--- src/rtl/gpio_pair_pkg.sv ---
package gpio_pair_pkg;
  localparam int PORT_W = 8;
  localparam int NPORTS = 2;

  localparam logic [7:0] A_P0_DATA = 8'h00;
  localparam logic [7:0] A_P1_DATA = 8'h01;
  localparam logic [7:0] A_P0_LO   = 8'h0A;
  localparam logic [7:0] A_P0_HI   = 8'h0B;
  localparam logic [7:0] A_P1_LO   = 8'h0C;
  localparam logic [7:0] A_P1_HI   = 8'h0D;

  typedef enum logic [1:0] {
    SINK_OFF  = 2'b00,
    SINK_LOW  = 2'b01,
    SINK_MED  = 2'b10,
    SINK_HIGH = 2'b11
  } sink_str_e;

  typedef struct packed {
    logic      src;
    logic      sink;
    sink_str_e str;
    logic      pull;
  } pad_ctrl_t;

  // Per-pin decode of data bit and the two mode bits.
  function automatic pad_ctrl_t decode_pin(logic d, logic lo, logic hi);
    pad_ctrl_t c;
    c = '{src: 1'b0, sink: 1'b0, str: SINK_OFF, pull: 1'b0};
    case ({hi, lo})
      2'b00: ;
      2'b01: if (d) c.src = 1'b1;
             else begin c.sink = 1'b1; c.str = SINK_MED; end
      2'b10: if (d) c.pull = 1'b1;
             else begin c.sink = 1'b1; c.str = SINK_LOW; end
      default: if (d) c.src = 1'b1;
             else begin c.sink = 1'b1; c.str = SINK_HIGH; end
    endcase
    return c;
  endfunction

  // Mask of implemented pins for a port with n pins.
  function automatic logic [PORT_W-1:0] pin_mask(int n);
    logic [PORT_W-1:0] m;
    for (int i = 0; i < PORT_W; i++) m[i] = (i < n);
    return m;
  endfunction
endpackage

--- src/rtl/gpio_port_regs.sv ---
module gpio_port_regs
  import gpio_pair_pkg::*;
#(
  parameter int          PINS    = 8,
  parameter logic [7:0]  DATA_A  = 8'h00,
  parameter logic [7:0]  LO_A    = 8'h0A,
  parameter logic [7:0]  HI_A    = 8'h0B
) (
  input  logic              clk,
  input  logic              rst_n,
  input  logic              wr,
  input  logic [7:0]        addr,
  input  logic [PORT_W-1:0] wdata,
  output logic [PORT_W-1:0] data_q,
  output logic [PORT_W-1:0] lo_q,
  output logic [PORT_W-1:0] hi_q,
  output logic              reg_hit
);
  localparam logic [PORT_W-1:0] IMPL = pin_mask(PINS);

  logic hit_data, hit_lo, hit_hi;
  assign hit_data = wr && (addr == DATA_A);
  assign hit_lo   = wr && (addr == LO_A);
  assign hit_hi   = wr && (addr == HI_A);
  assign reg_hit  = (addr == DATA_A) || (addr == LO_A) || (addr == HI_A);

  always_ff @(posedge clk or negedge rst_n) begin
    if (!rst_n) begin
      data_q <= '0;
      lo_q   <= '0;
      hi_q   <= '0;
    end else begin
      if (hit_data) data_q <= wdata & IMPL;
      if (hit_lo)   lo_q   <= wdata & IMPL;
      if (hit_hi)   hi_q   <= wdata & IMPL;
    end
  end


  data_write_lands_chk: assert property (@(posedge clk) disable iff (!rst_n)
    hit_data |=> data_q == ($past(wdata) & IMPL));


  unimpl_bits_zero_chk: assert property (@(posedge clk) disable iff (!rst_n)
    ((data_q | lo_q | hi_q) & ~IMPL) == '0);
endmodule

--- src/rtl/gpio_pin_decode.sv ---
module gpio_pin_decode
  import gpio_pair_pkg::*;
(
  input  logic       clk,
  input  logic       rst_n,
  input  logic       d,
  input  logic       lo,
  input  logic       hi,
  output logic       src_en,
  output logic       sink_en,
  output logic [1:0] sink_str,
  output logic       pull_en
);
  pad_ctrl_t ctrl;
  assign ctrl     = decode_pin(d, lo, hi);
  assign src_en   = ctrl.src;
  assign sink_en  = ctrl.sink;
  assign sink_str = ctrl.str;
  assign pull_en  = ctrl.pull;


  float_when_off_chk: assert property (@(posedge clk) disable iff (!rst_n)
    (!lo && !hi) |-> !(src_en || sink_en || pull_en));


  single_drive_chk: assert property (@(posedge clk) disable iff (!rst_n)
    $onehot0({src_en, sink_en, pull_en}));


  source_wins_chk: assert property (@(posedge clk) disable iff (!rst_n)
    (lo && d) |-> (src_en && !sink_en && !pull_en));


  pull_only_chk: assert property (@(posedge clk) disable iff (!rst_n)
    (hi && !lo && d) |-> (pull_en && !src_en && !sink_en));


  strength_off_chk: assert property (@(posedge clk) disable iff (!rst_n)
    !sink_en |-> sink_str == 2'b00);


  strength_on_chk: assert property (@(posedge clk) disable iff (!rst_n)
    sink_en |-> sink_str != 2'b00);
endmodule

--- src/rtl/gpio_in_sync.sv ---
module gpio_in_sync #(
  parameter int W = 16
) (
  input  logic         clk,
  input  logic [W-1:0] lvl_in,
  output logic [W-1:0] lvl_q
);
  always_ff @(posedge clk) lvl_q <= lvl_in;
endmodule

--- src/rtl/gpio_pair_ctrl.sv ---
module gpio_pair_ctrl
  import gpio_pair_pkg::*;
#(
  parameter int P1_PINS = 4
) (
  input  logic                       clk,
  input  logic                       rst_n,
  input  logic                       bus_wr,
  input  logic [7:0]                 bus_addr,
  input  logic [7:0]                 bus_wdata,
  output logic [7:0]                 bus_rdata,
  input  logic [NPORTS*PORT_W-1:0]   pad_in,
  output logic [NPORTS*PORT_W-1:0]   pad_src_en,
  output logic [NPORTS*PORT_W-1:0]   pad_sink_en,
  output logic [2*NPORTS*PORT_W-1:0] pad_sink_str,
  output logic [NPORTS*PORT_W-1:0]   pad_pull_en
);
  localparam int NPINS = NPORTS * PORT_W;
  localparam logic [PORT_W-1:0] P1_MASK = pin_mask(P1_PINS);

  logic [PORT_W-1:0] data_q [NPORTS];
  logic [PORT_W-1:0] lo_q   [NPORTS];
  logic [PORT_W-1:0] hi_q   [NPORTS];
  logic [NPORTS-1:0] port_hit;
  logic [NPINS-1:0]  lvl_q;
  logic              any_hit;

  for (genvar p = 0; p < NPORTS; p++) begin : g_port
    gpio_port_regs #(
      .PINS   ((p == 0) ? PORT_W : P1_PINS),
      .DATA_A ((p == 0) ? A_P0_DATA : A_P1_DATA),
      .LO_A   ((p == 0) ? A_P0_LO   : A_P1_LO),
      .HI_A   ((p == 0) ? A_P0_HI   : A_P1_HI)
    ) i_regs (
      .clk     (clk),
      .rst_n   (rst_n),
      .wr      (bus_wr),
      .addr    (bus_addr),
      .wdata   (bus_wdata),
      .data_q  (data_q[p]),
      .lo_q    (lo_q[p]),
      .hi_q    (hi_q[p]),
      .reg_hit (port_hit[p])
    );

    for (genvar b = 0; b < PORT_W; b++) begin : g_pin
      localparam int IDX = p * PORT_W + b;
      gpio_pin_decode i_dec (
        .clk      (clk),
        .rst_n    (rst_n),
        .d        (data_q[p][b]),
        .lo       (lo_q[p][b]),
        .hi       (hi_q[p][b]),
        .src_en   (pad_src_en[IDX]),
        .sink_en  (pad_sink_en[IDX]),
        .sink_str (pad_sink_str[2*IDX +: 2]),
        .pull_en  (pad_pull_en[IDX])
      );
    end
  end

  gpio_in_sync #(.W(NPINS)) i_sync (
    .clk    (clk),
    .lvl_in (pad_in),
    .lvl_q  (lvl_q)
  );

  assign any_hit = |port_hit;

  always_comb begin
    case (bus_addr)
      A_P0_DATA: bus_rdata = lvl_q[PORT_W-1:0];
      A_P1_DATA: bus_rdata = lvl_q[NPINS-1:PORT_W] & P1_MASK;
      default:   bus_rdata = '0;
    endcase
  end


  unmapped_write_inert_chk: assert property (@(posedge clk) disable iff (!rst_n)
    (bus_wr && !any_hit) |=> $stable({pad_src_en, pad_sink_en, pad_sink_str, pad_pull_en}));


  mode_read_zero_chk: assert property (@(posedge clk) disable iff (!rst_n)
    (bus_addr == A_P0_LO || bus_addr == A_P0_HI ||
     bus_addr == A_P1_LO || bus_addr == A_P1_HI) |-> bus_rdata == 8'h00);


  p0_readback_chk: assert property (@(posedge clk) disable iff (!rst_n)
    (bus_addr == A_P0_DATA) |-> bus_rdata == $past(pad_in[PORT_W-1:0]));


  p1_unimpl_float_chk: assert property (@(posedge clk) disable iff (!rst_n)
    ((pad_src_en[NPINS-1:PORT_W] | pad_sink_en[NPINS-1:PORT_W] |
      pad_pull_en[NPINS-1:PORT_W]) & ~P1_MASK) == '0);
endmodule

--- config.mk ---
export PLATFORM = sky130hd
export DESIGN_NAME = gpio_pair_ctrl
export DESIGN_NICKNAME = d
export VERILOG_FILES = /design/src/rtl/gpio_pair_pkg.sv /design/src/rtl/gpio_port_regs.sv /design/src/rtl/gpio_pin_decode.sv /design/src/rtl/gpio_in_sync.sv /design/src/rtl/gpio_pair_ctrl.sv
export SDC_FILE = /design/constraint.sdc
export NUM_CORES = 1
export LEC_CHECK = 0
export CELL_PAD_IN_SITES_DETAIL_PLACEMENT = 0
export CELL_PAD_IN_SITES_GLOBAL_PLACEMENT = 2
export CORE_UTILIZATION = 25
export DETAILED_ROUTE_END_ITERATION = 8
export PLACE_DENSITY = 0.9
export SLEW_MARGIN = 20
export SYNTH_ARGS = -nofsm -noshare
export SYNTH_HDL_FRONTEND = slang
export SYNTH_SLANG_ARGS = --single-unit
--- constraint.sdc ---
create_clock -name clk -period 2.55 [get_ports clk]
set_input_delay 0.51 -clock clk [delete_from_list [all_inputs] [get_ports clk]]
set_output_delay 0.51 -clock clk [all_outputs]
set_load 0.03 [all_outputs]
# Word level (Yosys, flattened, before mapping)
# Index checks and enable logic that the tools add are counted.
# totals
inputBits	35
out_inout_bits	88
wordCells	152
regBits	48
# op_classes
reduce_logical	31
eq_ne	29
mux	85
# op_table
op	n
3-bit two-way mux	36
3-bit one-hot mux with 3 select lines	12
1-bit two-way mux	36
8-bit by 4-bit == test with 1-bit output, second input constant	4
2-bit by 1-bit == test with 1-bit output, second input constant	12
2-bit == test, second input constant	12
2-bit logical NOT	12
2-bit OR reduction	12
8-bit one-hot mux with 2 select lines	1
8-bit by 1-bit == test with 1-bit output, second input constant	1
8-bit logical NOT	1
1-bit logical AND	6

# Logic depth before layout (Yosys ltp)
# depth
word_depth	3
ltp_mapped	5
depth_no_buf	3

# Modules after synthesis
# From an unflattened synthesis, not the netlist that was laid out.
# unflattened
cells_unflattened	220
hier_area_um2	2658.8
# modules_own_cells
module	area_each_um2	n_inst	seq_area_each_um2	cells_each
gpio_port_regs (g_port[0].i_regs)	968.4	1	600.6	58
gpio_pin_decode	38.8	16	0.0	5
gpio_port_regs (g_port[1].i_regs)	616.8	1	300.3	45
gpio_in_sync	320.3	1	320.3	16
gpio_pair_ctrl	132.6	1	0.0	21

# Least setup slack after synthesis
# OpenSTA, ideal clock, no wires.
# synth_timing
path_type	input -> output
start	input bus_addr[5]
end	output bus_rdata[0]
cell_stages	4
setup_slack_ns	0.097
arrival_ns	1.943
path_buffers	1
t_required_ns	2.040
cell_sequence	or4_1 buf_6 or2_2 nor2_1
# synth_via
elab_chain_cells	2
word_cells_on_any_way	3
classes_between	1 x eq/ne; 1 x mux; 1 x reduce/logical
# synth_lines
element	line_no	text
from (decl)	gpio_pair_ctrl.sv:9	input logic [7:0] bus_addr,
8-bit by 1-bit == test with 1-bit output or 8-bit logical NOT (tied branches)	n/a	
8-bit one-hot mux with 2 select lines (*)	gpio_pair_ctrl.sv:71	case (bus_addr)
to (decl)	gpio_pair_ctrl.sv:11	output logic [7:0] bus_rdata,
# Mark *: on every way between the ends. The rest lies on a longest branch, timed or not.

# Worst setup path in the final report
# layout_timing
start	input bus_addr[7]
end	output bus_rdata[0]
# The elaborated chain is that of the path after synthesis.

==> metrics <==
Area growth, synth to finish=37.6%; Root Buffer=clkbuf_8; # diodes=0; PwrDens=467 nW/µm²; postcts setup bufs=0; CP arrival=2.01 ns; Compound-Gate Fraction of Synth Area=0; synth unique cells=24; Max Cap Violations=0; Detailed Routing Iterations Pass 1=3; CP Class=input pin to primary output; GR Util met1=0.118; share of layout cells above drive strength 1=0.277; H-tree depth=2; fin crit share=0.987; CP endpoint kind=primary output; Via Count=1,758; TritonCTS clock tree=done; die extent in x=105 µm; Die ar.=11,000 µm²; final wirelength=5.21 mm; Final Setup Violations=0; Post-Syn Area=2660 µm²; Setup TNS=0 ns; skew final=0 ns; synthesis warning total=0; min Tclk post-route=2.52 ns; status=finished clean; Vias per Instance=3.93; Final HPWL DP=4.01 mm; initial DRC count=30; clk sinks=48; I/O pins=123; final hold violations=0; row count=37; reg-to-reg setup timing slack=1.74 ns; # hold bufs at CTS=0; grt total ovfl=0; setup ws final=0.0337 ns; fillers=1,039; gr usage total=0.0973; most common cell after layout, fill and taps aside=clkdlybuf4s50_1; actual slew at the worst max-slew pin=0.793 ns; core area=10,300 µm²; Max Clock Freq=0.397 GHz; Mapped Avg Cell Area=11.3 µm²; peak supply drop=0.191 mV; post-DR wirelength/cell=11.7 µm; Reg-to-Reg End=g_port[1].i_regs.data_q[3]; most frequent cells in the layout=clkdlybuf4s50_1, dfrtp_1, mux2_2, nor2b_1, conb_1; LEAKAGE=1.74 nW; routability cong.=0.695; cells on worst reg2reg path=1; first-pass GRT wire length=8.41 mm; antenna violations before repair=0; reg-to-reg startpoint=g_port[1].i_regs.data_q[3]; Slew HR=0.472; critical path startpoint category=input pin; cell taking the most area after synthesis=dfrtp_1; CTS buffer count=5; Syn Inst Count=235; grt met2 use=0.163; fin nets=345; Critical Path Fanout Max=4; register clock-pin slew on the reported worst setup and hold paths=0.09 ns; GR peak layer=met2; number of routed nets with antenna violations=0; starting density of the core=0.257; register area share after synthesis=0.430; grt met3 use=0.0306; port bufs=98; Post-Synth XOR/XNOR Area=0; DRC Markers=0; largest cells by area after synthesis=dfrtp_1, buf_4, mux2_2; hold crit path type=input pin to async pin; clock buffer depth=2; pre-CTS setup slack=-0.152 ns; Yosys reg bits=48; Slew Viols, Final=0; share of the synthesized area in the top cell type=0.339; mux contribution to synthesized area=0.179; pin count of the biggest net entering global routing=37; vias in the first global route=1,791; simple-gate share of the synthesized area=0.217; Worst-Skew Late Latency=0.30 ns; post-synthesis adder-cell area fraction=0; chip height=105 µm; main combinational cell family by area after synthesis=simple AND/OR/NAND/NOR gates; Worst EP required=2.04 ns
cell usage after synthesis (all sizes together):
library cell and number:
and3b 10, mux2i 4, and3 1, conb 1, or4 2, nand2 2, or2 13, dfrtp 36
nand3 2, and2 16, mux2 36, nor2b 24, inv 2, and4b 1, dfxtp 12, buf 59
or3 2, clkbuf 1, nor4 4, nor2 7
final cells by class:
cell class / count / area (µm²) / area share
sequential: 48 / 1140 / 0.312
multi-input combinational: 144 / 1170 / 0.320
inverter: 2 / 7.51 / 0.00205
clock buffer: 6 / 72.6 / 0.0199
tap: 136 / 170 / 0.0466
timing repair buffer: 109 / 1060 / 0.290
clock inverter: 2 / 35.0 / 0.00959
report_power, final:
| group | internal, W | switching [W] |
|---|---|---|
| Clock | 0.000291 | 0.000250 |
| Combinational | 0.000156 | 0.000188 |
| Sequential | 0.000795 | 0.0000256 |
| Total | 0.00124 | 0.000464 |
metrics by stage:
stage	hold WS [ns]	util	std cells	instance area [µm²]	power (W)
2_1_floorplan	0.214	-	254	2730	0.00107
3_3_place_gp	0.504	0.338	439	3480	0.00117
3_5_place_dp	0.519	0.338	439	3480	0.00118
4_1_cts	0.319	0.350	447	3610	0.00174
5_1_grt	0.359	0.354	447	3650	0.00180
6_report	0.288	0.354	447	3650	0.00171
worst max-delay path, cell delays in order:
cell and delay (ns):
clkdlybuf4s50_1 0.42, or4_4 0.51, or2_4 0.32, nor2_4 0.10, buf_6 0.13
state kept, by name (all words and copies together) (netlist names):
name                  count
g_port.i_regs.data_q     12
i_sync.lvl_q             12
g_port.i_regs.hi_q       12
g_port.i_regs.lo_q       12
what timing repair did:
action,CTS,global route
endpoints found under the setup margin,8,8
gates resized for setup,6,12
pin swaps,2,7
cell families after synthesis:
family | Yosys count
other cells | 1
buf+inv | 62
mux | 40
flops | 48
simple gates | 84
routing by layer:
metal	wire, µm	up-vias
met2	2510	81
met3	387	7
met5	0	-
met1	2240	819
li1	-	851
met4	66	0
worst max-delay path by stage:
stage                            from      endpoint  slack (ns)  depth (start not counted)
after detailed placement  bus_addr[5]  bus_rdata[0]       -0.15                          5
after CTS                 bus_addr[6]  bus_rdata[0]       0.003                          5
after global placement    bus_addr[5]  bus_rdata[1]       -0.15                          5
after floorplan           bus_addr[5]  bus_rdata[0]         0.1                          4
after global routing      bus_addr[2]  bus_rdata[5]       -0.04                          5
final                     bus_addr[7]  bus_rdata[0]        0.03                          5
Power figures use the tool's default switching activity.
